### src/rtl/can_rxw_pkg.sv
package can_rxw_pkg;
  typedef enum logic {
    PWR_AWAKE  = 1'b0,
    PWR_ASLEEP = 1'b1
  } pwr_state_e;

  localparam logic [1:0] SEL_RESET = 2'b11;
endpackage

### src/rtl/can_rxw_sync.sv
module can_rxw_sync #(
  parameter int WIDTH  = 3,
  parameter int STAGES = 2
) (
  input  logic             clk,
  input  logic             rst_n,
  input  logic [WIDTH-1:0] d_in,
  output logic [WIDTH-1:0] d_out
);
  logic [STAGES-1:0][WIDTH-1:0] pipe_q;
  logic [STAGES-1:0][WIDTH-1:0] pipe_d;

  always_comb begin
    pipe_d[0] = d_in;
    for (int i = 1; i < STAGES; i++) pipe_d[i] = pipe_q[i-1];
  end

  always_ff @(posedge clk or negedge rst_n) begin
    if (!rst_n) pipe_q <= '1;
    else        pipe_q <= pipe_d;
  end

  assign d_out = pipe_q[STAGES-1];
endmodule

### src/rtl/can_rxw_route.sv
module can_rxw_route (
  input  logic [1:0] sel,
  input  logic       wmode,
  input  logic       c_diff,
  input  logic       c_w0,
  input  logic       c_w1,
  output logic       rx_bit,
  output logic       active
);
  always_comb begin
    unique case (sel)
      2'b11:   rx_bit = c_diff;
      2'b01:   rx_bit = c_w0;
      2'b10:   rx_bit = c_w1;
      default: rx_bit = 1'b1;
    endcase
  end

  always_comb begin
    if (wmode) active = !c_w0 || !c_w1;
    else       active = !c_diff;
  end
endmodule

### src/rtl/can_rxw_power_fsm.sv
module can_rxw_power_fsm
  import can_rxw_pkg::*;
(
  input  logic clk,
  input  logic rst_n,
  input  logic wr_en,
  input  logic wr_sleep,
  input  logic bus_active,
  input  logic irq_pending,
  output logic asleep,
  output logic wake_pulse,
  output logic bus_wake_set
);
  pwr_state_e state_q, state_d;
  logic req_q, req_d;
  logic irq_q, irq_d;

  always_comb begin
    state_d      = state_q;
    req_d        = req_q;
    irq_d        = 1'b0;
    bus_wake_set = 1'b0;
    if (wr_en) req_d = wr_sleep;
    unique case (state_q)
      PWR_AWAKE: begin
        if (req_q && !bus_active && !irq_pending) state_d = PWR_ASLEEP;
      end
      PWR_ASLEEP: begin
        if (bus_active) begin
          state_d      = PWR_AWAKE;
          irq_d        = 1'b1;
          bus_wake_set = 1'b1;
          req_d        = 1'b0;
        end else if (!req_q) begin
          state_d = PWR_AWAKE;
          irq_d   = 1'b1;
        end
      end
      default: state_d = PWR_AWAKE;
    endcase
  end

  always_ff @(posedge clk or negedge rst_n) begin
    if (!rst_n) begin
      state_q <= PWR_AWAKE;
      req_q   <= 1'b0;
      irq_q   <= 1'b0;
    end else begin
      state_q <= state_d;
      req_q   <= req_d;
      irq_q   <= irq_d;
    end
  end

  assign asleep     = (state_q == PWR_ASLEEP);
  assign wake_pulse = irq_q;


  sleep_entry_chk: assert property (@(posedge clk) disable iff (!rst_n)
    $rose(asleep) |-> $past(req_q && !bus_active && !irq_pending));


  wake_irq_on_exit_chk: assert property (@(posedge clk) disable iff (!rst_n)
    $fell(asleep) |-> wake_pulse);


  wake_irq_single_chk: assert property (@(posedge clk) disable iff (!rst_n)
    wake_pulse |=> !wake_pulse);
endmodule

### src/rtl/can_rxw_idle_gate.sv
module can_rxw_idle_gate #(
  parameter int IDLE_BITS = 11
) (
  input  logic clk,
  input  logic rst_n,
  input  logic set_block,
  input  logic strobe,
  input  logic rx_bit,
  output logic blocked
);
  localparam int CNT_W = $clog2(IDLE_BITS + 1);
  localparam logic [CNT_W-1:0] CNT_LAST = CNT_W'(IDLE_BITS - 1);

  logic             blk_q, blk_d;
  logic [CNT_W-1:0] cnt_q, cnt_d;

  always_comb begin
    blk_d = blk_q;
    cnt_d = cnt_q;
    if (set_block) begin
      blk_d = 1'b1;
      cnt_d = '0;
    end else if (blk_q && strobe) begin
      if (!rx_bit) begin
        cnt_d = '0;
      end else if (cnt_q == CNT_LAST) begin
        blk_d = 1'b0;
        cnt_d = '0;
      end else begin
        cnt_d = cnt_q + 1'b1;
      end
    end
  end

  always_ff @(posedge clk or negedge rst_n) begin
    if (!rst_n) begin
      blk_q <= 1'b0;
      cnt_q <= '0;
    end else begin
      blk_q <= blk_d;
      cnt_q <= cnt_d;
    end
  end

  assign blocked = blk_q;


  unblock_on_strobe_chk: assert property (@(posedge clk) disable iff (!rst_n)
    $fell(blk_q) |-> $past(strobe && rx_bit));


  idle_cnt_bound_chk: assert property (@(posedge clk) disable iff (!rst_n)
    cnt_q < CNT_W'(IDLE_BITS));
endmodule

### src/rtl/can_rx_wake_ctrl.sv
module can_rx_wake_ctrl
  import can_rxw_pkg::*;
#(
  parameter int SYNC_STAGES = 2,
  parameter int IDLE_BITS   = 11
) (
  input  logic       clk,
  input  logic       rst_n,
  input  logic       reset_req,
  input  logic       cfg_we,
  input  logic       cfg_sleep,
  input  logic       cfg_wmode,
  input  logic [1:0] cfg_sel,
  input  logic       cmp_diff,
  input  logic       cmp_w0,
  input  logic       cmp_w1,
  input  logic       bit_strobe,
  input  logic       irq_pending,
  output logic       rx_data,
  output logic       bus_active,
  output logic       rx_enable,
  output logic       wake_irq,
  output logic       sleep_state,
  output logic [1:0] sel_rd,
  output logic       wmode_rd
);
  localparam int NCMP = 3;

  logic [1:0]      sel_q, sel_d;
  logic            wmode_q, wmode_d;
  logic [NCMP-1:0] cmp_s;
  logic            asleep, blk, bw_set;

  always_comb begin
    sel_d   = sel_q;
    wmode_d = wmode_q;
    if (cfg_we) begin
      wmode_d = cfg_wmode;
      if (reset_req) sel_d = cfg_sel;
    end
  end

  always_ff @(posedge clk or negedge rst_n) begin
    if (!rst_n) begin
      sel_q   <= SEL_RESET;
      wmode_q <= 1'b0;
    end else begin
      sel_q   <= sel_d;
      wmode_q <= wmode_d;
    end
  end

  can_rxw_sync #(.WIDTH(NCMP), .STAGES(SYNC_STAGES)) u_sync (
    .clk   (clk),
    .rst_n (rst_n),
    .d_in  ({cmp_w1, cmp_w0, cmp_diff}),
    .d_out (cmp_s)
  );

  can_rxw_route u_route (
    .sel    (sel_q),
    .wmode  (wmode_q),
    .c_diff (cmp_s[0]),
    .c_w0   (cmp_s[1]),
    .c_w1   (cmp_s[2]),
    .rx_bit (rx_data),
    .active (bus_active)
  );

  can_rxw_power_fsm u_pwr (
    .clk          (clk),
    .rst_n        (rst_n),
    .wr_en        (cfg_we),
    .wr_sleep     (cfg_sleep),
    .bus_active   (bus_active),
    .irq_pending  (irq_pending),
    .asleep       (asleep),
    .wake_pulse   (wake_irq),
    .bus_wake_set (bw_set)
  );

  can_rxw_idle_gate #(.IDLE_BITS(IDLE_BITS)) u_gate (
    .clk       (clk),
    .rst_n     (rst_n),
    .set_block (bw_set),
    .strobe    (bit_strobe),
    .rx_bit    (rx_data),
    .blocked   (blk)
  );

  assign rx_enable   = !asleep && !blk;
  assign sleep_state = asleep;
  assign sel_rd      = sel_q;
  assign wmode_rd    = wmode_q;


  sel_write_gate_chk: assert property (@(posedge clk) disable iff (!rst_n)
    !($past(cfg_we) && $past(reset_req)) |-> $stable(sel_q));


  block_on_bus_wake_chk: assert property (@(posedge clk) disable iff (!rst_n)
    $rose(blk) |-> $fell(asleep));
endmodule

### config.mk
export PLATFORM = sky130hd
export DESIGN_NAME = can_rx_wake_ctrl
export DESIGN_NICKNAME = d
export VERILOG_FILES = /design/src/rtl/can_rxw_pkg.sv /design/src/rtl/can_rxw_sync.sv /design/src/rtl/can_rxw_route.sv /design/src/rtl/can_rxw_power_fsm.sv /design/src/rtl/can_rxw_idle_gate.sv /design/src/rtl/can_rx_wake_ctrl.sv
export SDC_FILE = /design/constraint.sdc
export NUM_CORES = 1
export LEC_CHECK = 0
export ABC_AREA = 0
export BUFFER_PORTS_ARGS = -buffer_cell sky130_fd_sc_hd__buf_2
export CAP_MARGIN = 20
export CORE_UTILIZATION = 43
export CTS_CLUSTER_SIZE = 24
export DETAILED_ROUTE_END_ITERATION = 16
export HOLD_SLACK_MARGIN = 0.08
export PLACE_DENSITY = 0.71
export SETUP_SLACK_MARGIN = 0.3
export SKIP_CTS_REPAIR_TIMING = 1
export SLEW_MARGIN = 20
export SYNTH_ARGS = -nofsm -noshare
export SYNTH_HDL_FRONTEND = slang
export SYNTH_HIERARCHICAL = 1
export SYNTH_SLANG_ARGS = --single-unit
### constraint.sdc
create_clock -name clk -period 1.4 [get_ports clk]
set_input_delay 0.21 -clock clk [delete_from_list [all_inputs] [get_ports clk]]
set_output_delay 0.21 -clock clk [all_outputs]
set_load 0.02 [all_outputs]
==> reports/metrics.yaml, run 1 <==
status: "complete, but fails checks"
violations: "negative setup slack"
timing.rr.start: "u_sync/d_out[0]$_DFF_PN1_"
synthCells: 58
hold_end: "wmode_rd$_DFFE_PN0P_"
powerDensity_nw_per_um2: 1180
fin_crit_ps: 1540
die_area_um2: 1830
rrSetupSlack_ps: -50
routed_wl_um: 1450
cp.arrival_ps: 1330
avgRoutedWirePerCell_um: 13.5
critPathLaunchType: "flop"
drc: 0
yosysTopAreaCellShare_pct: 31.5
via_count: 553
final_core_util_pct: 69.1
drive_gt1_share_pct: 62.6
coreArea_um2: 1520
fin_ws_ps: -136
die_w_um: 42.8
fmax_mhz: 651
synth_largest_area_cell: "dfrtp_1"
layout.nets: 107
worstPathMaxFanout: 4
worstMarginPinSlew_ps: 366
hp-class: "in2reg"
ys_warn_count: 6
max-vdd-ir-drop_v: 0.000804
fp.dieH_um: 42.8
critPathCaptureType: "output pin"
period_share_pct: 110
setup_viol: 5
r2r_cells: 6
slew_violations: 0
grt_max_degree: 18
ant_nets: 0
critPathRequiredTime_ps: 1190
synth_area_um2: 716
r2r_end: "u_gate/cnt_q[2]$_DFFE_PN0P_"
ios: 21
hold_viol: 0
grt_pass1_wl_um: 2050
post-dp-hpwl_um: 972
clk_path_buf_depth: 2
root_buffer: "clkbuf_4"
rows: 14
drtIter0Drc: 9
dp.cells: 95
worstHoldPathCells: 2
hp-start: "cfg_wmode"
overflow: 0
p_leak_nw: 0.483
drtPass1Iterations: 4
track_usage_pct: 15.8
maxCapViolations: 0
syn-num-nets: 73
fin_cells: 107
netlist-cell-type-count: 24
place.port_buffers: 20
start_util_pct: 47.0
slew_headroom_pct: 75.6
cts_made_buffers: 3
final_area_um2: 1050
crit_start: "sel_rd[1]$_DFFE_PN1P_"
n_antenna_cell: 0
cts_sinks: 17
ys_ff_latch: 17
cts_tree: "done"
grt_setup_unrepaired: "true"
clock_latency_ps: 290
ctsHtreeMaxLevel: 1
avgSynthCellArea_um2: 12.3
grt_antenna_before_repair: 0
post_dp_cell_area_um2: 883
place_congestion: 0.759
finClkSkew_ps: 3.64
drt-vias-per-instance: 5.17
seq_area_frac_synth_pct: 60.8
nFillCells: 104
crit_type: "reg2out"
syn_to_final_growth_pct: 47.2
cts.clk_slew.worst_paths_ps: 100
holdWs_ps: 149
synth_top_cells_by_area: "dfrtp_1 (31%), dfstp_2 (29%), mux2_4 (4.2%)"
grt_pass1_vias: 456
==> cells by family after synthesis <==
logic type	Yosys count	share of synthesized area, %
simple gates	18	15.9
flops	17	60.8
compound gates	11	8.57
buf+inv	5	2.62
mux	5	8.57
fa+ha+maj	2	3.50
==> metrics by stage <==
| step | total power, mW | setup TNS, ps | worst slack [ps] |
|---|---|---|---|
| floorplan | 0.812 | -549 | -148 |
| global placement | 0.898 | 0 | 10.7 |
| detailed placement | 0.907 | -45.8 | -22.9 |
| CTS | 1.16 | -298 | -147 |
| global route | 1.31 | -585 | -189 |
| finish | 1.24 | -222 | -136 |
==> cell type report <==
type	count	area, µm²	area share, %
sequential	17	438	41.6
inverter	5	18.8	1.78
clock buffer	4	26.3	2.49
tap	16	20.0	1.90
multi-input combinational	36	340	32.3
timing repair buffer	29	210	20.0
==> where the power goes <==
group | switching [mW] | leakage [nW] | internal, mW | total, mW
Combinational | 0.164 | 0.272 | 0.181 | 0.345
Sequential | 0.0644 | 0.196 | 0.569 | 0.633
Clock | 0.154 | 0.0150 | 0.111 | 0.265
Total | 0.383 | 0.483 | 0.860 | 1.24
==> critical path: stages (launching register included) <==
cell	delay (ps)
dfstp_2	570
mux2i_1	210
a21oi_2	90
buf_4	160
==> synth_stat cells <==
cell type and number:
mux2_4 2, o21ai_0 1, dfstp_2 8, nand2_1 4, nand3b_2 1, and2_1 1
dfrtp_1 9, o22ai_1 2, nand4_2 1, a31oi_1 3, nand3_1 1, inv_1 5
o21ai_1 2, nor2b_1 1, and2_4 1, ha_1 2, mux2_2 1, nor2_1 2
nand2b_1 3, a21oi_1 3, nor2b_2 1, nand2_2 1, nor3b_1 1, mux2i_1 2
==> flip-flops by register name, indices dropped and copies added, names as in the netlist <==
register / cells
u_pwr/req_q: 1
wmode_rd: 1
u_gate/blocked: 1
u_gate/cnt_q: 4
sel_rd: 2
u_pwr/asleep: 1
u_sync/d_out: 3
u_pwr/wake_pulse: 1
u_sync/pipe_d: 3
==> layout by cell type, fill, tap and decap left out, types with 2 or more instances in the layout <==
| master | instances |
|---|---|
| buf_6 | 4 |
| ha_1 | 2 |
| dfrtp_1 | 7 |
| nand2_1 | 4 |
| buf_2 | 14 |
| a31oi_1 | 2 |
| dlygate4sd3_1 | 5 |
| nor2b_4 | 2 |
| clkbuf_4 | 3 |
| dfstp_2 | 8 |
| mux2_4 | 2 |
| o21ai_2 | 2 |
| a21oi_2 | 3 |
| dfrtp_2 | 2 |
| and2_4 | 2 |
| mux2i_1 | 2 |
| buf_4 | 6 |
| inv_1 | 5 |
| nand2b_1 | 2 |
==> metal layers <==
layer	share of wire, %	vias up	global-route usage, %
met2	50	14	20.9
li1	-	266	-
met4	0.41	0	9.38
met1	45	271	22.4
met5	0	-	0
met3	4.8	2	5.11
==> how the worst max path moves through the flow <==
stage                                  endpoint  slack (ps)  cells after the start
finish                                  rx_data        -140                      3
detailed placement  u_gate/cnt_q[2]$_DFFE_PN0P_         -20                      6
global route                            rx_data        -190                      3
global placement    u_gate/cnt_q[2]$_DFFE_PN0P_          10                      6
floorplan           u_gate/cnt_q[2]$_DFFE_PN0P_        -150                      5
CTS                                     rx_data        -150                      3
Note: power is estimated with default switching activity, not from simulation.
==> run 2, diff against run 1 <==
Settings changed: PLACE_DENSITY 0.71 to 0.73.
==> reports/metrics.yaml, run 2 (synthesis results as in run 1) <==
largest_reg_flops: 4
grt_pass1_vias: 538
maxCapViolations: 0
drtPass1Iterations: 2
fin_cells: 111
ios: 21
n_antenna_cell: 0
crit_type: "reg2out"
crit_family: "flip-flops"
overflow: 0
hold_viol: 0
cts_tree: "done"
cts.clk_slew.worst_paths_ps: 110
critPathCaptureType: "output pin"
ant_nets: 0
drtIter0Drc: 4
routed_wl_um: 1580
post_dp_cell_area_um2: 891
grt_antenna_before_repair: 0
drive_gt1_share_pct: 67.4
cts_sinks: 17
die_area_um2: 1830
drt-vias-per-instance: 5.15
layout.nets: 111
post-dp-hpwl_um: 992
largest-register: "u_gate/cnt_q"
coreArea_um2: 1520
ctsHtreeMaxLevel: 1
worstMarginPinSlew_ps: 372
rows: 14
place_congestion: 0.720
status: "complete, but fails checks"
max-vdd-ir-drop_v: 0.000708
period_share_pct: 110
fin_crit_ps: 1540
hp-class: "in2reg"
cpPeakStageDelay_ps: 570
critPathLaunchType: "flop"
final_core_util_pct: 73.0
start_util_pct: 47.0
clock_latency_ps: 300
setup_viol: 6
cp.arrival_ps: 1330
violations: "negative setup slack"
syn_to_final_growth_pct: 55.4
fmax_mhz: 651
grt_setup_unrepaired: "true"
slowest_stage: "dfstp_2"
clk_path_buf_depth: 2
grt_max_degree: 18
powerDensity_nw_per_um2: 1170
fp.dieH_um: 42.8
layout_common_cells: "buf_2 (13), buf_6 (8), dfstp_2 (8)"
crit_chain: "mux2i_1 -> a21oi_2 -> buf_6"
cts_made_buffers: 3
dp.cells: 96
root_buffer: "clkbuf_4"
die_w_um: 42.8
slew_violations: 0
grt_pass1_wl_um: 2170
p_leak_nw: 0.512
layout_commonest_cell: "buf_2"
place.port_buffers: 20
critPathRequiredTime_ps: 1190
slew_headroom_pct: 75.2
path_buf_inv: 1
via_count: 572
fin_ws_ps: -136
track_usage_pct: 16.8
drc: 0
final_area_um2: 1110
worstPathMaxFanout: 3
finClkSkew_ps: 14.8
avgRoutedWirePerCell_um: 14.2
-- run 2: path summary, 6_finish.rpt --
kind | from | to | slack, ps | cells after the start
hold reg to reg | u_sync/pipe_d[4]$_DFF_PN1_ | u_sync/d_out[1]$_DFF_PN1_ | 360 | 0
setup reg to reg | sel_rd[1]$_DFFE_PN1P_ | u_gate/cnt_q[3]$_DFFE_PN0P_ | -80 | 5
hold / removal | cfg_sel[1] | sel_rd[1]$_DFFE_PN1P_ | 130 | 2
setup / recovery | sel_rd[1]$_DFFE_PN1P_ | rx_data | -140 | 3
max in group asynchronous | rst_n | u_sync/d_out[0]$_DFF_PN1_ | 740 | 2
min in group asynchronous | rst_n | u_pwr/req_q$_DFF_PN0_ | 350 | 2
-- run 2: power by group --
| group | total, mW | internal [mW] | switching [mW] |
|---|---|---|---|
| registers | 0.633 | 0.568 | 0.0649 |
| clock network | 0.265 | 0.106 | 0.158 |
| logic | 0.399 | 0.217 | 0.181 |
-- run 2: layer usage --
metal / routed length, µm / vias up / part of all wire (%) / track usage [%]
li1: - / 275 / - / -
met1: 695 / 281 / 44 / 22.4
met2: 795 / 14 / 50 / 23.3
met3: 75 / 2 / 4.7 / 5.96
met4: 13 / 0 / 0.82 / 9.38
met5: 0 / - / 0 / 0
-- run 2: cell type report --
class	instances	area [µm²]
flip-flops and latches	17	438
multi-input cells	36	350
clock buffers	3	22.5
repair buffers	33	258
fillers	103	412
well taps	16	20.0
clock inverters	1	5.00
inverters	5	18.8
-- run 2: metrics by stage --
step / power (mW) / setup WS, ps / TNS, ps / hold slack [ps]
2_1_floorplan: 0.812 / -148 / -549 / -85.6
3_3_place_gp: 0.904 / 15.4 / 0 / 142
3_5_place_dp: 0.912 / -34.7 / -47.2 / 144
4_1_cts: 1.17 / -150 / -349 / -183
5_1_grt: 1.38 / -205 / -780 / 117
6_report: 1.30 / -136 / -371 / 133
